### src/rtl/ioq_pkg.sv
package ioq_pkg;
  localparam int unsigned PA_W   = 44;
  localparam int unsigned IO_BIT = PA_W - 1;
endpackage

### src/rtl/ioq_tag_cam.sv
module ioq_tag_cam #(
  parameter int unsigned DEPTH = 8,
  parameter int unsigned TAG_W = 5,
  localparam int unsigned PTR_W = $clog2(DEPTH)
) (
  input  logic             clk,
  input  logic             we,
  input  logic [PTR_W-1:0] widx,
  input  logic [TAG_W-1:0] wtag,
  input  logic [TAG_W-1:0] cmp_tag,
  output logic [DEPTH-1:0] eq
);
  logic [TAG_W-1:0] tags_q [DEPTH];

  always_ff @(posedge clk) begin
    if (we) tags_q[widx] <= wtag;
  end

  for (genvar i = 0; i < DEPTH; i++) begin : g_cmp
    assign eq[i] = (tags_q[i] == cmp_tag);
  end
endmodule

### src/rtl/ioq_addr_ram.sv
module ioq_addr_ram #(
  parameter int unsigned DEPTH = 8,
  parameter int unsigned W     = 49,
  localparam int unsigned PTR_W = $clog2(DEPTH)
) (
  input  logic             clk,
  input  logic             we,
  input  logic [PTR_W-1:0] widx,
  input  logic [W-1:0]     wdata,
  input  logic [PTR_W-1:0] ridx,
  output logic [W-1:0]     rdata
);
  logic [W-1:0] mem [DEPTH];

  always_ff @(posedge clk) begin
    if (we) mem[widx] <= wdata;
  end

  assign rdata = mem[ridx];
endmodule

### src/rtl/ioq_out_reg.sv
module ioq_out_reg #(
  parameter int unsigned PA_W  = 44,
  parameter int unsigned TAG_W = 5
) (
  input  logic             clk,
  input  logic             rst,
  input  logic             load,
  input  logic [PA_W-1:0]  ld_addr,
  input  logic [TAG_W-1:0] ld_tag,
  input  logic             out_ready,
  output logic             free,
  output logic             out_valid,
  output logic [PA_W-1:0]  out_addr,
  output logic [TAG_W-1:0] out_tag
);
  logic valid_q;

  always_ff @(posedge clk) begin
    if (rst) begin
      valid_q <= 1'b0;
    end else if (load) begin
      valid_q <= 1'b1;
    end else if (out_ready) begin
      valid_q <= 1'b0;
    end
  end

  always_ff @(posedge clk) begin
    if (load) begin
      out_addr <= ld_addr;
      out_tag  <= ld_tag;
    end
  end

  assign free      = ~valid_q | out_ready;
  assign out_valid = valid_q;

  p_hold_r6: assert property (@(posedge clk) disable iff (rst)
    (out_valid && !out_ready) |=> (out_valid && $stable(out_addr) && $stable(out_tag)));
endmodule

### src/rtl/ioq_replay_queue.sv
module ioq_replay_queue
  import ioq_pkg::*;
#(
  parameter int unsigned DEPTH = 8,
  parameter int unsigned TAG_W = 5
) (
  input  logic             clk,
  input  logic             rst,
  input  logic             in_valid,
  output logic             in_ready,
  input  logic [PA_W-1:0]  in_addr,
  input  logic [TAG_W-1:0] in_tag,
  input  logic             ret_valid,
  input  logic [TAG_W-1:0] ret_tag,
  input  logic             flush,
  output logic             out_valid,
  input  logic             out_ready,
  output logic [PA_W-1:0]  out_addr,
  output logic [TAG_W-1:0] out_tag
);
  localparam int unsigned PTR_W = $clog2(DEPTH);
  localparam int unsigned CNT_W = PTR_W + 1;
  localparam int unsigned ENT_W = PA_W + TAG_W;

  logic [PTR_W-1:0] head_q, tail_q;
  logic [CNT_W-1:0] cnt_q, cnt_n, keep_cnt;
  logic [DEPTH-1:0] occ_q, retd_q, retd_n, hit, tag_eq, keep_mask;
  logic             push, pop, stage_free;
  logic [ENT_W-1:0] head_ent;

  assign in_ready = (cnt_q != CNT_W'(DEPTH));
  assign push     = in_valid & in_ready & in_addr[IO_BIT] & ~flush;
  assign hit      = tag_eq & occ_q & {DEPTH{ret_valid}};
  assign retd_n   = retd_q | hit;
  assign pop      = occ_q[head_q] & retd_q[head_q] & stage_free;

  ioq_tag_cam #(.DEPTH(DEPTH), .TAG_W(TAG_W)) u_cam (
    .clk(clk), .we(push), .widx(tail_q), .wtag(in_tag),
    .cmp_tag(ret_tag), .eq(tag_eq)
  );

  ioq_addr_ram #(.DEPTH(DEPTH), .W(ENT_W)) u_ram (
    .clk(clk), .we(push), .widx(tail_q), .wdata({in_tag, in_addr}),
    .ridx(head_q), .rdata(head_ent)
  );

  ioq_out_reg #(.PA_W(PA_W), .TAG_W(TAG_W)) u_out (
    .clk(clk), .rst(rst), .load(pop),
    .ld_addr(head_ent[PA_W-1:0]), .ld_tag(head_ent[ENT_W-1:PA_W]),
    .out_ready(out_ready), .free(stage_free),
    .out_valid(out_valid), .out_addr(out_addr), .out_tag(out_tag)
  );

  // Retired run starting at the head, used when flushing
  always_comb begin
    logic             still;
    logic [PTR_W-1:0] idx;
    still     = 1'b1;
    keep_mask = '0;
    keep_cnt  = '0;
    for (int k = 0; k < DEPTH; k++) begin
      idx = head_q + PTR_W'(k);
      if (still && occ_q[idx] && retd_n[idx]) begin
        keep_mask[idx] = 1'b1;
        keep_cnt       = keep_cnt + CNT_W'(1);
      end else begin
        still = 1'b0;
      end
    end
  end

  always_comb begin
    cnt_n = flush ? keep_cnt : cnt_q + CNT_W'(push);
    cnt_n = cnt_n - CNT_W'(pop);
  end

  always_ff @(posedge clk) begin
    if (rst) begin
      head_q <= '0;
      tail_q <= '0;
      cnt_q  <= '0;
      occ_q  <= '0;
      retd_q <= '0;
    end else begin
      retd_q <= retd_n;
      cnt_q  <= cnt_n;
      if (flush) begin
        occ_q  <= keep_mask;
        tail_q <= head_q + keep_cnt[PTR_W-1:0];
      end else if (push) begin
        occ_q[tail_q]  <= 1'b1;
        retd_q[tail_q] <= 1'b0;
        tail_q         <= tail_q + PTR_W'(1);
      end
      if (pop) begin
        occ_q[head_q]  <= 1'b0;
        retd_q[head_q] <= 1'b0;
        head_q         <= head_q + PTR_W'(1);
      end
    end
  end

  p_cnt_bound_r2: assert property (@(posedge clk) disable iff (rst)
    cnt_q <= CNT_W'(DEPTH));
  p_cnt_occ_r2: assert property (@(posedge clk) disable iff (rst)
    $countones(occ_q) == int'(cnt_q));
  p_nonio_ignored_r1: assert property (@(posedge clk) disable iff (rst)
    (in_valid && !in_addr[IO_BIT]) |=> (cnt_q <= $past(cnt_q)));
  p_flush_clean_r7: assert property (@(posedge clk) disable iff (rst)
    flush |=> ((occ_q & ~retd_q) == '0));
  p_full_holds_r2: assert property (@(posedge clk) disable iff (rst)
    (!in_ready && !flush && !pop) |=> (cnt_q == $past(cnt_q)));
endmodule

### config.mk
export PLATFORM = sky130hd
export DESIGN_NAME = ioq_replay_queue
export DESIGN_NICKNAME = d
export VERILOG_FILES = /design/src/rtl/ioq_pkg.sv /design/src/rtl/ioq_tag_cam.sv /design/src/rtl/ioq_addr_ram.sv /design/src/rtl/ioq_out_reg.sv /design/src/rtl/ioq_replay_queue.sv
export SDC_FILE = /design/constraint.sdc
export NUM_CORES = 1
export LEC_CHECK = 0
export ABC_AREA = 1
export ABC_CLOCK_PERIOD_IN_PS = 9750
export BUFFER_PORTS_ARGS = -buffer_cell sky130_fd_sc_hd__clkbuf_2
export CORE_MARGIN = 2
export CORE_UTILIZATION = 61
export CTS_CLUSTER_DIAMETER = 80
export DETAILED_ROUTE_END_ITERATION = 12
export PLACE_DENSITY = 0.8
export REMOVE_ABC_BUFFERS = 1
export SLEW_MARGIN = 20
export SYNTH_ARGS = -nofsm -noshare
export SYNTH_HDL_FRONTEND = slang
export SYNTH_SLANG_ARGS = --single-unit
### constraint.sdc
create_clock -name clk -period 9.75 [get_ports clk]
set_input_delay 1.4625 -clock clk [delete_from_list [all_inputs] [get_ports clk]]
set_output_delay 1.4625 -clock clk [all_outputs]
set_load 0.005 [all_outputs]
After elaboration in Yosys (flattened, before gate mapping)
Memories as Yosys holds them, arrays and structs flattened. A register that Yosys moved wholly into a read port is not among the register bits.
Index checks and enable logic that the tools add are counted.
{"block": "totals", "ff_bits": 27, "mem_bits_rw": 432, "out_inout_bits": 51, "wordCells": 193, "mem_count": 2}
{"block": "classes", "addsub": 18, "order_cmp": 18, "n_eq_ne": 9, "n_mux": 90, "n_bitwise": 24, "reduce_logical": 26}
{"memory": "u_ram.mem", "depth": 8, "width": 49, "rd": 1, "rd_clocked_by_memory_dff": 1, "write_ports": 1, "line": "ioq_addr_ram.sv:13", "rtl": "logic [W-1:0] mem [DEPTH];"}
{"memory": "u_cam.tags_q", "depth": 8, "width": 5, "rd": 8, "rd_clocked_by_memory_dff": 0, "write_ports": 1, "line": "ioq_tag_cam.sv:13", "rtl": "logic [TAG_W-1:0] tags_q [DEPTH];"}
{"op": "$mux 8", "n": 16}
{"op": "$or 8x8->8", "n": 9}
{"op": "$bmux 1 s3", "n": 17}
{"op": "$and 8x8->8", "n": 5}
{"op": "$eq 5x5->1", "n": 8}
{"op": "$mux 1", "n": 38}
{"op": "$lt 3x4->1 const B", "n": 9}
{"op": "$mux 4", "n": 7}
{"op": "$demux 1 s3", "n": 9}
{"op": "$ge 3x1->1 const B", "n": 9}
{"op": "$add 4x1->4 const B", "n": 6}
{"op": "$logic_and 1x1->1", "n": 24}
{"op": "$not 8->8", "n": 2}
{"op": "$add 3x3->3 const B", "n": 4}
{"op": "$add 3x1->3 const B", "n": 2}
{"op": "$add 3x2->3 const B", "n": 2}
{"op": "$mux 3", "n": 2}
{"op": "$and 1x1->1", "n": 5}
{"op": "$add 4x1->4", "n": 1}
{"op": "$ne 4x4->1 const B", "n": 1}
{"op": "$reduce_bool 2->1", "n": 2}
{"op": "$sub 4x1->4", "n": 1}
{"op": "$add 3x3->3", "n": 1}
{"op": "$add 1x1->2 const B", "n": 1}
{"op": "other kinds (3)", "n": 4}

Longest topological paths before layout
Gate-level depths: netlist of run 1.
An unclocked memory read counts as a cell.
{"block": "depth", "ltp_word": 34, "ltp_mapped": 49}

Modules after synthesis
A second synthesis of run 1 with hierarchy kept.
{"block": "hier_totals", "hier_cells": 2477, "area_unflattened_um2": 23771.5}
{"mod": "ioq_addr_ram", "n_inst": 1, "cells_each": 1712, "area_each_um2": 17151.4}
{"mod": "ioq_replay_queue", "n_inst": 1, "cells_each": 535, "area_each_um2": 3238.1}
{"mod": "ioq_tag_cam", "n_inst": 1, "cells_each": 176, "area_each_um2": 1868.0}
{"mod": "ioq_out_reg", "n_inst": 1, "cells_each": 54, "area_each_um2": 1514.0}

Worst setup path before layout of run 1
OpenSTA, ideal clock, no wires.
{"block": "synth_path", "path_type": "in2reg", "from": "input ret_tag[4]", "to": "register tail_q[2]", "setup_ns": 0.132, "arrival_ns": 7.279, "required_time_ns": 9.618, "path_slack_ns": 2.338, "path_stages": 44, "path_buffers": 2, "path_cell_list": "buf_2 inv_2 nand2_1 nand2_1 nand2_1 nor2_1 nand2_2 nand3_2 nand3_1 nand2_1 o21ai_0 a31oi_1 o21a_1 buf_2 ha_1 nand2_1 nor2_1 nand2_1 [8 not listed] nand4_2 nand2_1 ha_1 or2_4 nand2_2 inv_1 ha_1 or2_1 nand2_2 inv_1 ha_1 o21ai_0 fa_1 xor2_1 o21ai_0 nand2_1 nand3_1 a21oi_1"}
{"block": "synth_between", "elab_chain_len": 31}
{"item": "start, declared", "line": "ioq_replay_queue.sv:14", "rtl": "input logic [TAG_W-1:0] ret_tag,"}
{"item": "$eq 5x5->1", "line": "ioq_tag_cam.sv:20", "rtl": "assign eq[i] = (tags_q[i] == cmp_tag);"}
{"item": "$and 8x8->8 (*) (2 in a row)", "line": "ioq_replay_queue.sv:33", "rtl": "assign hit = tag_eq & occ_q & {DEPTH{ret_valid}};"}
{"item": "$or 8x8->8 (*)", "line": "ioq_replay_queue.sv:34", "rtl": "assign retd_n = retd_q | hit;"}
{"item": "branches (longest 24 deep; another with $add 4x1->4)"}
{"item": "$mux 4 (*)", "line": "ioq_replay_queue.sv:63", "rtl": "if (still && occ_q[idx] && retd_n[idx]) begin"}
{"item": "$add 3x3->3 (*)", "line": "ioq_replay_queue.sv:89", "rtl": "tail_q <= head_q + keep_cnt[PTR_W-1:0];"}
{"item": "$mux 3 (*)", "line": "ioq_replay_queue.sv:87", "rtl": "if (flush) begin"}
{"item": "end signal, assigned", "line": "ioq_replay_queue.sv:89"}
{"item": "end signal, assigned", "line": "ioq_replay_queue.sv:93", "rtl": "tail_q <= tail_q + PTR_W'(1);"}
{"item": "end, declared", "line": "ioq_replay_queue.sv:25", "rtl": "logic [PTR_W-1:0] head_q, tail_q;"}
Every way passes the cells marked *. The select of a mux whose other input is x is not followed.
A chain may end at the register's enable or synchronous reset.

Final worst setup path of run 1
{"block": "layout_path", "from": "register head_q[0]", "to": "register tail_q[2]"}
{"block": "layout_between", "elab_chain_len": 27}
{"item": "start, declared", "line": "ioq_replay_queue.sv:25"}
{"item": "start signal, assigned", "line": "ioq_replay_queue.sv:98", "rtl": "head_q <= head_q + PTR_W'(1);"}
{"item": "branches (longest 25 deep; another with $add 4x1->4)"}
{"item": "$add 3x3->3 (*)", "line": "ioq_replay_queue.sv:89"}
{"item": "$mux 3 (*)", "line": "ioq_replay_queue.sv:87"}
Marks and branches as above.

==> impl_metrics.yaml, run 1 <==
synthesis:
  yosys.area_share.adder_pct: 1.19
  synth_compound_area_share_pct: 11.4
  yosys.area.top_type: "edfxtp_1"
  synth_xor_area_share_pct: 0.170
  yosysSeqAreaShare_pct: 66.9
  synthTopCellsByArea: "edfxtp_1 64%, nor2_1 6.6%, o21ai_0 5.5%"
  async_flop_share_pct: 0
  synth_flop_cell: "edfxtp_1"
  synth_mux_area_share_pct: 0.0486
  ys_types: 52
  synth_top_area_share_pct: 64.3
  avgSynthCellArea_um2: 11.0
  syn_inst: 1878
  yosys.area_share.simple_pct: 15.8
  synth-edff-count: 441
  synth_top_family_by_area: "simple AND/OR/NAND/NOR gates"
  synth_area_mm2: 0.0206
  synth_warnings: 0
  synth-seq-cells: 468
worst_setup_path:
  worstSetupPathType: "register to register"
  start_kind: "register"
  worstReg2RegStart: "head_q[0]$_SDFFE_PP0P_"
  setup.reg_to_reg.worst_slack_ns: 1.45
  worst_setup_path_end_kind: "register"
  critPathMaxFanout: 138
  arrival_ns: 8.71
  cpPeakStageDelay_ns: 0.83
  crit_start: "head_q[0]$_SDFFE_PP0P_"
  critical_path_required_ns: 10.16
  crit_slowest_cell: "ha_1"
final_layout:
  fin_cells: 2439
  drive_gt1_share_pct: 14.2
  fin_area_mm2: 0.0229
  layout_commonest_cell: "edfxtp_1"
  syn2layout_area_growth_pct: 11.3
  nets: 2030
  utilization_pct: 68.8
  mostFrequentLayoutCells: "441 x edfxtp_1, 361 x nor2_1, 239 x nand2_1"
grt:
  gr-usage-all-layers_pct: 27.4
  grt_overflow_total: 0
  grt_pass1_wl_mm: 75.6
  antenna_found_initial: 5
  grt_start_max_net_pins: 139
  grt_pass1_vias: 14000
outcome:
  status: "finished, final reports clean"
timing:
  layout_setup_ws_ns: 1.45
  rsz0062_at_grt: "false"
  fmax_mhz: 121
  slew_headroom_pct: 29.9
  finalSetupViolations: 0
  fin_crit_sh_pct: 85.1
  finalHoldViolations: 0
  finalMaxSlewViolations: 0
  fin_skew_ns: 0.0339
  finalCriticalPeriod_ns: 8.30
  setup_tns_ns: 0
  holdWs_ns: 0.489
  worstMarginPinSlew_ns: 1.05
power_and_ir_drop:
  comb_power_share_pct: 2.5
  power_leakage_nw: 8.36
  p_sw_share_pct: 19.8
  power_frac_clock_pct: 43.2
  total_power_mw: 4.09
  internal-power_mw: 3.28
  switching_power_mw: 0.808
  power_density_mw_per_mm2: 178
  seqPwrFrac_pct: 54.3
  ir_drop_v: 0.000171
placement:
  dp_slack_ns: 1.34
  gp_congestion: 0.932
  dpl_cell_area_mm2: 0.0214
  dp_hpwl_mm: 26.9
  numPortBuffers: 110
  dp.cells: 2350
clocking:
  cts_buffers: 47
  post_cts_buffers: 0
  cts_tree: "done"
  worstSkewPairLatency_ns: 0.57
  post_cts_resized: 0
  path_clk_slew_ns: 0.06
  cts_hold_buf: 0
  cts.sinks: 468
  clockRootBuffer: "clkbuf_16"
  clk_path_buf_depth: 3
  h-tree-depth: 2
drt:
  ant_nets: 0
  vias: 14500
  drt_first_pass_iters: 5
  drc: 0
  post_drt_wl_per_cell_um: 19.8
  routed_wl_mm: 48.3
  drt-vias-per-instance: 5.95
  drt_iter0_markers: 1604
die:
  rows: 67
  die_h_um: 188
  core-area_mm2: 0.0334
  die_w_um: 188
  initial_core_util_pct: 61.8
  dieArea_mm2: 0.0353
  io_pins: 111
worst_hold_path:
  hold_start: "retd_q[5]$_SDFF_PP0_"
  hold_class: "register to register"
job:
  drv_cap: 0
## final timing paths
check                            to  depth (start not counted)
max          tail_q[2]$_SDFFE_PP0P_                         37
min reg2reg    retd_q[5]$_SDFF_PP0_                          2
min            retd_q[5]$_SDFF_PP0_                          2
max reg2reg  tail_q[2]$_SDFFE_PP0P_                         37
## cells in the mapped netlist, types with 26 or more instances
cell type / instances
o22ai_1: 46
nand3_1: 56
nor2_1: 364
inv_1: 109
clkbuf_1: 72
nand2_2: 26
a21oi_1: 43
a31oi_1: 56
nand2_1: 239
o21ai_0: 228
dfxtp_1: 27
edfxtp_1: 441
## power by group through the flow
stage	sequential, mW	combinational (mW)	clock, mW
after CTS	2.22	0.100	1.79
after global placement	2.26	0.0962	0
final	2.22	0.101	1.77
after global routing	2.22	0.113	1.86
after detailed placement	2.26	0.0991	0
after floorplan	2.26	0.0466	0
## worst max-delay path: cells and delay by family, from the launching register on
family / cells / cell delay, ns
AOI/OAI and AO/OA: 6 / 0.97
buffers and inverters: 5 / 1.22
xor gates and xnor gates: 1 / 0.17
and+or+nand+nor: 17 / 2.17
DFF: 1 / 0.69
adders and majority gates: 8 / 2.92
## state kept, by name (all words and copies together), names as in the netlist
name / cells
head_q: 3
u_ram.mem: 359
occ_q: 8
u_out.out_addr: 44
tail_q: 3
cnt_q: 4
u_out.out_tag: 5
u_out.out_valid: 1
u_cam.tags_q: 33
retd_q: 8
## cell type report
type	count	area, um^2
antenna	4	10.0
tap	448	561
inverter	119	464
timing repair buffer	127	678
fill	2389	10400
multi-input combinational	1188	5910
clock inverter	28	300
clock buffer	57	1230
sequential	468	13800
## cells by family (layout without fill, tap and decap cells)
| kind of cell | count (synthesis) | count (layout) |
|---|---|---|
| simple gates | 747 | 747 |
| buf+inv | 222 | 331 |
| fa+ha+maj | 19 | 19 |
| mux | 1 | 1 |
| flops | 468 | 468 |
| other cells | 0 | 4 |
| compound gates | 417 | 417 |
| xor+xnor | 4 | 4 |
## routing by layer
metal,up-vias,GRT usage [%],part of all wire (%)
met5,-,0,0.023
met2,684,45.1,48
met3,98,4.47,8.0
met4,2,9.63,2.7
li1,6786,-,-
met1,6953,37.6,41
(Power assumes the default switching activity.)
==> inputs of run 2 (changes only) <==
--- a/config.mk
+++ b/config.mk
@@ -9,7 +9,7 @@
 export ABC_CLOCK_PERIOD_IN_PS = 9750
 export BUFFER_PORTS_ARGS = -buffer_cell sky130_fd_sc_hd__clkbuf_2
 export CORE_MARGIN = 2
-export CORE_UTILIZATION = 61
+export CORE_UTILIZATION = 62
 export CTS_CLUSTER_DIAMETER = 80
 export DETAILED_ROUTE_END_ITERATION = 12
 export PLACE_DENSITY = 0.8
@@ -17,4 +17,5 @@
 export SLEW_MARGIN = 20
 export SYNTH_ARGS = -nofsm -noshare
 export SYNTH_HDL_FRONTEND = slang
+export SYNTH_HIERARCHICAL = 1
 export SYNTH_SLANG_ARGS = --single-unit
==> run 2 against run 1 <==
Flip-flop and latch count increased by 40. Wire length increased by 12%. Largest cell class unchanged. Critical endpoint is now tail_q[1]$_SDFFE_PP0P_. First-iteration DRC count decreased by 9.0%. Core utilization increased by 0.40 points. Count of clock-buffer cells in the layout increased by 2. Synthesized cell count increased by 32%. Clock power increased by 5%. Cell area increased by 14%.
==> impl_metrics.yaml, run 2 <==
timing:
  rsz0062_at_grt: "false"
  slew_headroom_pct: 29.1
  worstMarginPinSlew_ns: 1.06
  finalCriticalPeriod_ns: 7.00
  layout_setup_ws_ns: 2.75
  finalHoldViolations: 0
  fmax_mhz: 143
  fin_crit_sh_pct: 71.8
  setup_tns_ns: 0
  finalMaxSlewViolations: 0
  fin_skew_ns: 0.0200
  finalSetupViolations: 0
clocking:
  path_clk_slew_ns: 0.06
  clk_path_buf_depth: 3
  cts_hold_buf: 0
  clockRootBuffer: "clkbuf_16"
  post_cts_buffers: 0
  cts_buffers: 50
  cts_tree: "done"
  post_cts_resized: 0
  h-tree-depth: 2
  worstSkewPairLatency_ns: 0.58
  cts.sinks: 508
synthesis:
  synth.most_common_cell: "nand2_1"
  synth_flop_cell: "edfxtp_1"
  syn_inst: 2477
  ys_types: 51
  avgSynthCellArea_um2: 9.60
  synth-seq-cells: 508
  synth_top_area_share_pct: 60.8
  yosys.area.top_type: "edfxtp_1"
  synth-edff-count: 481
  async_flop_share_pct: 0
  synth_common_cells: "827 x nand2_1, 485 x inv_1, 481 x edfxtp_1"
  synth_area_mm2: 0.0238
  synthTopCellsByArea: "edfxtp_1 61%, nand2_1 13%, inv_1 7.7%"
  yosysSeqAreaShare_pct: 63.0
  synth_warnings: 6
die:
  die_h_um: 200
  dieArea_mm2: 0.0399
  core-area_mm2: 0.0378
  io_pins: 111
  rows: 71
  die_w_um: 200
  initial_core_util_pct: 63.0
final_layout:
  largest_reg_flops: 392
  fill_cells: 2666
  multi_input_area_mm2: 0.00633
  nets: 2632
  syn2layout_area_growth_pct: 9.86
  drive_gt1_share_pct: 10.4
  mostFrequentLayoutCells: "827 x nand2_1, 483 x inv_1, 481 x edfxtp_1"
  regMostFlops: "u_ram/mem"
  layout_commonest_cell: "nand2_1"
  seq_area_mm2: 0.0150
  reg_top3: "u_ram/mem x392, u_out/out_addr x44, u_cam/tags_q x40"
drt:
  drt_first_pass_iters: 6
  drc: 0
  routed_wl_mm: 54.1
  drt_iter0_markers: 1459
  drt-vias-per-instance: 5.37
  vias: 16700
  post_drt_wl_per_cell_um: 17.4
  ant_nets: 0
power_and_ir_drop:
  ir_drop_v: 0.000154
  power_density_mw_per_mm2: 167
  power_leakage_nw: 11.7
grt:
  grt_start_max_net_pins: 100
  gr-usage-all-layers_pct: 27.9
  grt_overflow_total: 0
  antenna_found_initial: 2
  grt_pass1_vias: 16200
  grt_pass1_wl_mm: 84.8
placement:
  dp_hpwl_mm: 30.5
  dp_slack_ns: 2.34
  numPortBuffers: 110
  gp_congestion: 0.961
worst_setup_path:
  worst-path-buf-inv: 9
  arrival_ns: 7.48
  crit_family: "simple AND/OR/NAND/NOR gates"
  crit_slowest_cell: "dfxtp_4"
  critical_path_required_ns: 10.23
  cpPeakStageDelay_ns: 0.97
  start_kind: "register"
  critPathMaxFanout: 84
  worstSetupPathType: "register to register"
  worst_setup_path_end_kind: "register"
outcome:
  status: "finished, final reports clean"
worst_hold_path:
  hold_class: "register to register"
job:
  drv_cap: 0
run 2: cell types whose count changed in the layout (fill, tap and decap cells not counted), sizes merged, moves of 5 or more:
cell	change
nand3	+196
edfxtp	+40
o221ai	+6
a21oi	-17
o21ai	-195
a31oi	-53
inv	+388
nand2	+583
o31ai	-5
o22ai	-46
nor2	-294
xnor2	+23
a211oi	-5
run 2: worst paths after layout:
check	from	endpoint	slack, ns	depth (start not counted)
max reg2reg	head_q[0]$_SDFFE_PP0P_	tail_q[1]$_SDFFE_PP0P_	2.75	36
min	retd_q[6]$_SDFF_PP0_	retd_q[6]$_SDFF_PP0_	0.49	2
min reg2reg	retd_q[6]$_SDFF_PP0_	retd_q[6]$_SDFF_PP0_	0.49	2
max	head_q[0]$_SDFFE_PP0P_	tail_q[1]$_SDFFE_PP0P_	2.75	36
run 2: cells by family after synthesis:
group / share of synthesized area (%)
buffers and inverters: 10.6
and+or+nand+nor: 22.0
AOI/OAI and AO/OA: 2.44
DFF: 63.0
adders and majority gates: 0.926
muxes: 0.0421
xor gates and xnor gates: 0.921
run 2: metrics by stage:
stage               util [%]  cell area (um^2)  power, mW  hold slack (ns)  instances
finish                  69.2             26100       4.37            0.493       3108
global route            69.2             26100       4.49            0.536       3107
CTS                     69.2             26100       4.39            0.496       3106
detailed placement      65.0             24500       2.56            0.487       3014
global placement        65.0             24500       2.55            0.485       3014
floorplan                  -             23100       2.50            0.465       2377
run 2: layout make-up:
type	instances	area share [%]
Timing Repair Buffer	126	2.57
Tap cell	511	2.45
Multi-Input combinational cell	1370	24.2
Sequential cell	508	57.4
Antenna cell	2	0.0192
Clock inverter	33	1.07
Clock buffer	59	5.00
Inverter	499	7.24
run 2: layer usage:
metal / vias to the layer above / part of all wire [%] / track usage [%] / wire (um)
met3: 110 / 8.4 / 4.47 / 4520
li1: 8022 / - / - / -
met2: 737 / 49 / 47.0 / 26400
met5: - / 0 / 0 / 0
met1: 7836 / 40 / 37.1 / 21600
met4: 0 / 2.8 / 10.3 / 1530
run 2: power by group:
part / switching [mW] / internal [mW] / total (mW) / leakage [nW]
Combinational: 0.0747 / 0.0303 / 0.105 / 6.36
Sequential: 0.00861 / 2.40 / 2.41 / 4.55
Clock: 0.791 / 1.06 / 1.85 / 0.776
run 2: worst reg2reg max path: cells and delay by family, from the launching register on:
kind / cells / cell delay [ns]
fa+ha+maj: 6 / 1.89
buf+inv: 9 / 1.60
flops: 1 / 0.97
simple gates: 17 / 1.89
compound gates: 4 / 0.54
==> inputs of run 3 (changes only) <==
--- a/config.mk
+++ b/config.mk
@@ -5,11 +5,11 @@
 export SDC_FILE = /design/constraint.sdc
 export NUM_CORES = 1
 export LEC_CHECK = 0
-export ABC_AREA = 1
-export ABC_CLOCK_PERIOD_IN_PS = 9750
+export ABC_AREA = 0
+export ABC_CLOCK_PERIOD_IN_PS = 7150
 export BUFFER_PORTS_ARGS = -buffer_cell sky130_fd_sc_hd__clkbuf_2
 export CORE_MARGIN = 2
-export CORE_UTILIZATION = 62
+export CORE_UTILIZATION = 61
 export CTS_CLUSTER_DIAMETER = 80
 export DETAILED_ROUTE_END_ITERATION = 12
 export PLACE_DENSITY = 0.8
==> constraint.sdc (replaced) <==
create_clock -name clk -period 7.15 [get_ports clk]
set_input_delay 1.0725 -clock clk [delete_from_list [all_inputs] [get_ports clk]]
set_output_delay 1.0725 -clock clk [all_outputs]
set_load 0.005 [all_outputs]
==> run 3 against run 2 <==
Cell count down 44%. Wire length down 16%. Clock power up 29%. Clock skew down 0.0016 ns. Non-clock buffer count up 5. Setup slack worse by 1.9 ns. Count of clock-buffer cells in the layout up 2. Critical path type is now primary input to register.
==> impl_metrics.yaml, run 3 <==
clocking:
  clk_path_buf_depth: 3
  worstSkewPairLatency_ns: 0.57
  path_clk_slew_ns: 0.06
  cts.sinks: 508
  h-tree-depth: 2
  cts_hold_buf: 0
  clockRootBuffer: "clkbuf_16"
  post_cts_buffers: 0
  cts_buffers: 49
  cts_tree: "done"
  post_cts_resized: 0
worst_setup_path:
  critPathMaxFanout: 11
  worstReg2RegStart: "head_q[0]$_SDFFE_PP0P_"
  worstSetupPathType: "primary input to register"
  reg2reg_depth: 24
  cpPeakStageDelay_ns: 0.42
  worst_setup_path_end_kind: "register"
  worst-path-buf-inv: 3
  r2r_end: "tail_q[2]$_SDFFE_PP0P_"
  arrival_ns: 6.80
  crit_slowest_cell: "fa_1"
  path_common_cell: "ha_1"
  critical_path_required_ns: 7.62
  crit_family: "compound AO/OA/AOI/OAI gates"
  setup.reg_to_reg.worst_slack_ns: 1.03
  start_kind: "primary input"
job:
  drv_cap: 0
synthesis:
  syn_inst: 1130
  synthTopCellsByArea: "edfxtp_1 69%, mux4_2 11%, mux2_2 2.7%"
  yosysSeqAreaShare_pct: 71.1
  synth_warnings: 6
  yosys.area.top_type: "edfxtp_1"
  synth_top_area_share_pct: 68.6
  synth_common_cells: "481 x edfxtp_1, 104 x mux4_2, 51 x mux2_2, 51 x nand2_1"
  synth_flop_cell: "edfxtp_1"
  avgSynthCellArea_um2: 18.6
  synth-edff-count: 481
  synth-seq-cells: 508
  async_flop_share_pct: 0
  ys_types: 74
  synth.most_common_cell: "edfxtp_1"
  synth_area_mm2: 0.0211
placement:
  numPortBuffers: 110
  dp.cells: 1659
  dp_hpwl_mm: 24.9
  gp_congestion: 0.915
  dpl_cell_area_mm2: 0.0221
worst_hold_path:
  hold_class: "register to register"
  min_to: "u_out/out_valid$_SDFFE_PP0P_"
  whs_path_depth: 2
  hold_start: "u_out/out_valid$_SDFFE_PP0P_"
timing:
  slew_headroom_pct: 27.3
  fin_crit_sh_pct: 88.5
  worstMarginPinSlew_ns: 1.09
  finalMaxSlewViolations: 0
  finalCriticalPeriod_ns: 6.33
  fmax_mhz: 158
  fin_skew_ns: 0.0183
  finalSetupViolations: 0
  rsz0062_at_grt: "false"
  finalHoldViolations: 0
final_layout:
  reg_top3: "u_ram/mem x392, u_out/out_addr x44, u_cam/tags_q x40"
  mostFrequentLayoutCells: "481 x edfxtp_1, 110 x clkbuf_2, 104 x mux4_2"
  regMostFlops: "u_ram/mem"
  syn2layout_area_growth_pct: 12.0
  fin_area_mm2: 0.0236
  nets: 1334
  largest_reg_flops: 392
  drive_gt1_share_pct: 30.7
  fin_cells: 1752
  layout_commonest_cell: "edfxtp_1"
drt:
  drt_iter0_markers: 1086
  drt-vias-per-instance: 6.27
  post_drt_wl_per_cell_um: 25.9
  vias: 11000
  drt_first_pass_iters: 7
  routed_wl_mm: 45.3
  ant_nets: 0
  drc: 0
grt:
  grt_pass1_vias: 11300
  grt_start_max_net_pins: 78
  antenna_found_initial: 3
  grt_pass1_wl_mm: 67.8
  grt_overflow_total: 0
  gr-usage-all-layers_pct: 25.4
die:
  io_pins: 111
  core-area_mm2: 0.0343
  dieArea_mm2: 0.0360
  initial_core_util_pct: 61.4
  die_w_um: 190
  die_h_um: 190
  rows: 68
outcome:
  status: "finished, final reports clean"
power_and_ir_drop:
  ir_drop_v: 0.000316
  power_leakage_nw: 7.54
  power_density_mw_per_mm2: 246
==> run 3: cell count changes in the layout (fill, tap and decap cells not counted), sizes merged, moves of 11 or more <==
| cell | previous run | this run |
|---|---|---|
| inv | 499 | 22 |
| and3 | 1 | 12 |
| nand3 | 273 | 25 |
| xnor2 | 25 | 40 |
| mux4 | 0 | 105 |
| nand2b | 0 | 11 |
| nand2 | 851 | 52 |
| o21ai | 36 | 12 |
| mux2 | 0 | 51 |
| nor2 | 78 | 41 |
| xor2 | 0 | 19 |
==> run 3: logic make-up (layout without fill, tap and decap cells) <==
family                   after synthesis  in the layout  share of synthesized area, %
adder cells (fa/ha/maj)               17             17                          1.05
buffers and inverters                 74            239                          1.91
other                                  0              2                             0
XOR/XNOR                              60             60                          2.56
flip-flops                           508            508                          71.1
multiplexers                         165            165                          14.4
AO/OA/AOI/OAI                        123            123                          4.52
AND/OR/NAND/NOR                      183            183                          4.44
==> run 3: how the worst max path moves through the flow <==
| stage | startpoint | endpoint | cells after the start | slack, ns |
|---|---|---|---|---|
| 4_1_cts | ret_tag[3] | tail_q[2]$_SDFFE_PP0P_ | 27 | 0.84 |
| 3_3_place_gp | ret_tag[4] | tail_q[2]$_SDFFE_PP0P_ | 27 | 0.47 |
| 6_report | ret_tag[0] | tail_q[2]$_SDFFE_PP0P_ | 28 | 0.82 |
| 2_1_floorplan | head_q[0]$_SDFFE_PP0P_ | tail_q[2]$_SDFFE_PP0P_ | 25 | -4.35 |
| 3_5_place_dp | ret_tag[3] | tail_q[2]$_SDFFE_PP0P_ | 27 | 0.29 |
| 5_1_grt | ret_tag[1] | cnt_q[3]$_SDFF_PP0_ | 30 | 0.37 |
==> run 3: final cells by class <==
cell class	count	area [um^2]
Sequential cell	508	15000
Fill cell	2104	10700
Multi-Input combinational cell	548	5730
Clock buffer	61	1290
Timing Repair Buffer	131	748
Tap cell	455	569
Clock inverter	28	186
Inverter	19	71.3
Antenna cell	2	5.00
==> run 3: worst reg2reg max path, stage by stage, from the launching register on <==
cell,delay (ns)
dfxtp_4,0.60
inv_1,0.12
ha_1,0.43
o32a_1,0.40
a211oi_1,0.36
o21a_1,0.27
ha_1,0.29
nor2b_1,0.15
o221ai_1,0.12
o32a_4,0.29
xnor2_1,0.14
ha_1,0.29
inv_1,0.08
a21oi_1,0.07
ha_1,0.28
inv_1,0.04
a211o_1,0.23
nand3_1,0.25
xnor2_1,0.15
ha_1,0.29
mux2i_1,0.08
fa_1,0.42
xor2_1,0.17
xnor3_1,0.24
a211oi_1,0.25
==> run 3: report_power, final <==
| part | switching (mW) | total (mW) | internal [mW] |
|---|---|---|---|
| Clock | 1.06 | 2.39 | 1.32 |
| Combinational | 0.0813 | 0.128 | 0.0464 |
| Sequential | 0.0135 | 3.28 | 3.27 |
==> run 3: stage by stage <==
step                      setup TNS, ns  setup slack [ns]  util, %  total power, mW  hold WS, ns
after floorplan                  -83.05             -4.35        -             3.40        0.483
after global placement                0             0.468     64.3             3.47        0.487
after detailed placement              0             0.286     64.3             3.47        0.502
after CTS                             0             0.845     68.7             5.83        0.511
after global routing                  0             0.372     68.8             5.96        0.523
final                                 0             0.821     68.8             5.80        0.509
==> run 3: routing by layer <==
metal  GRT usage (%)  vias up  share of wire, %
met2            42.2      430                50
met3            5.77       66               8.1
li1                -     4835                 -
met4            7.27        4               1.9
met5               0        -             0.051
met1            34.4     5645                39
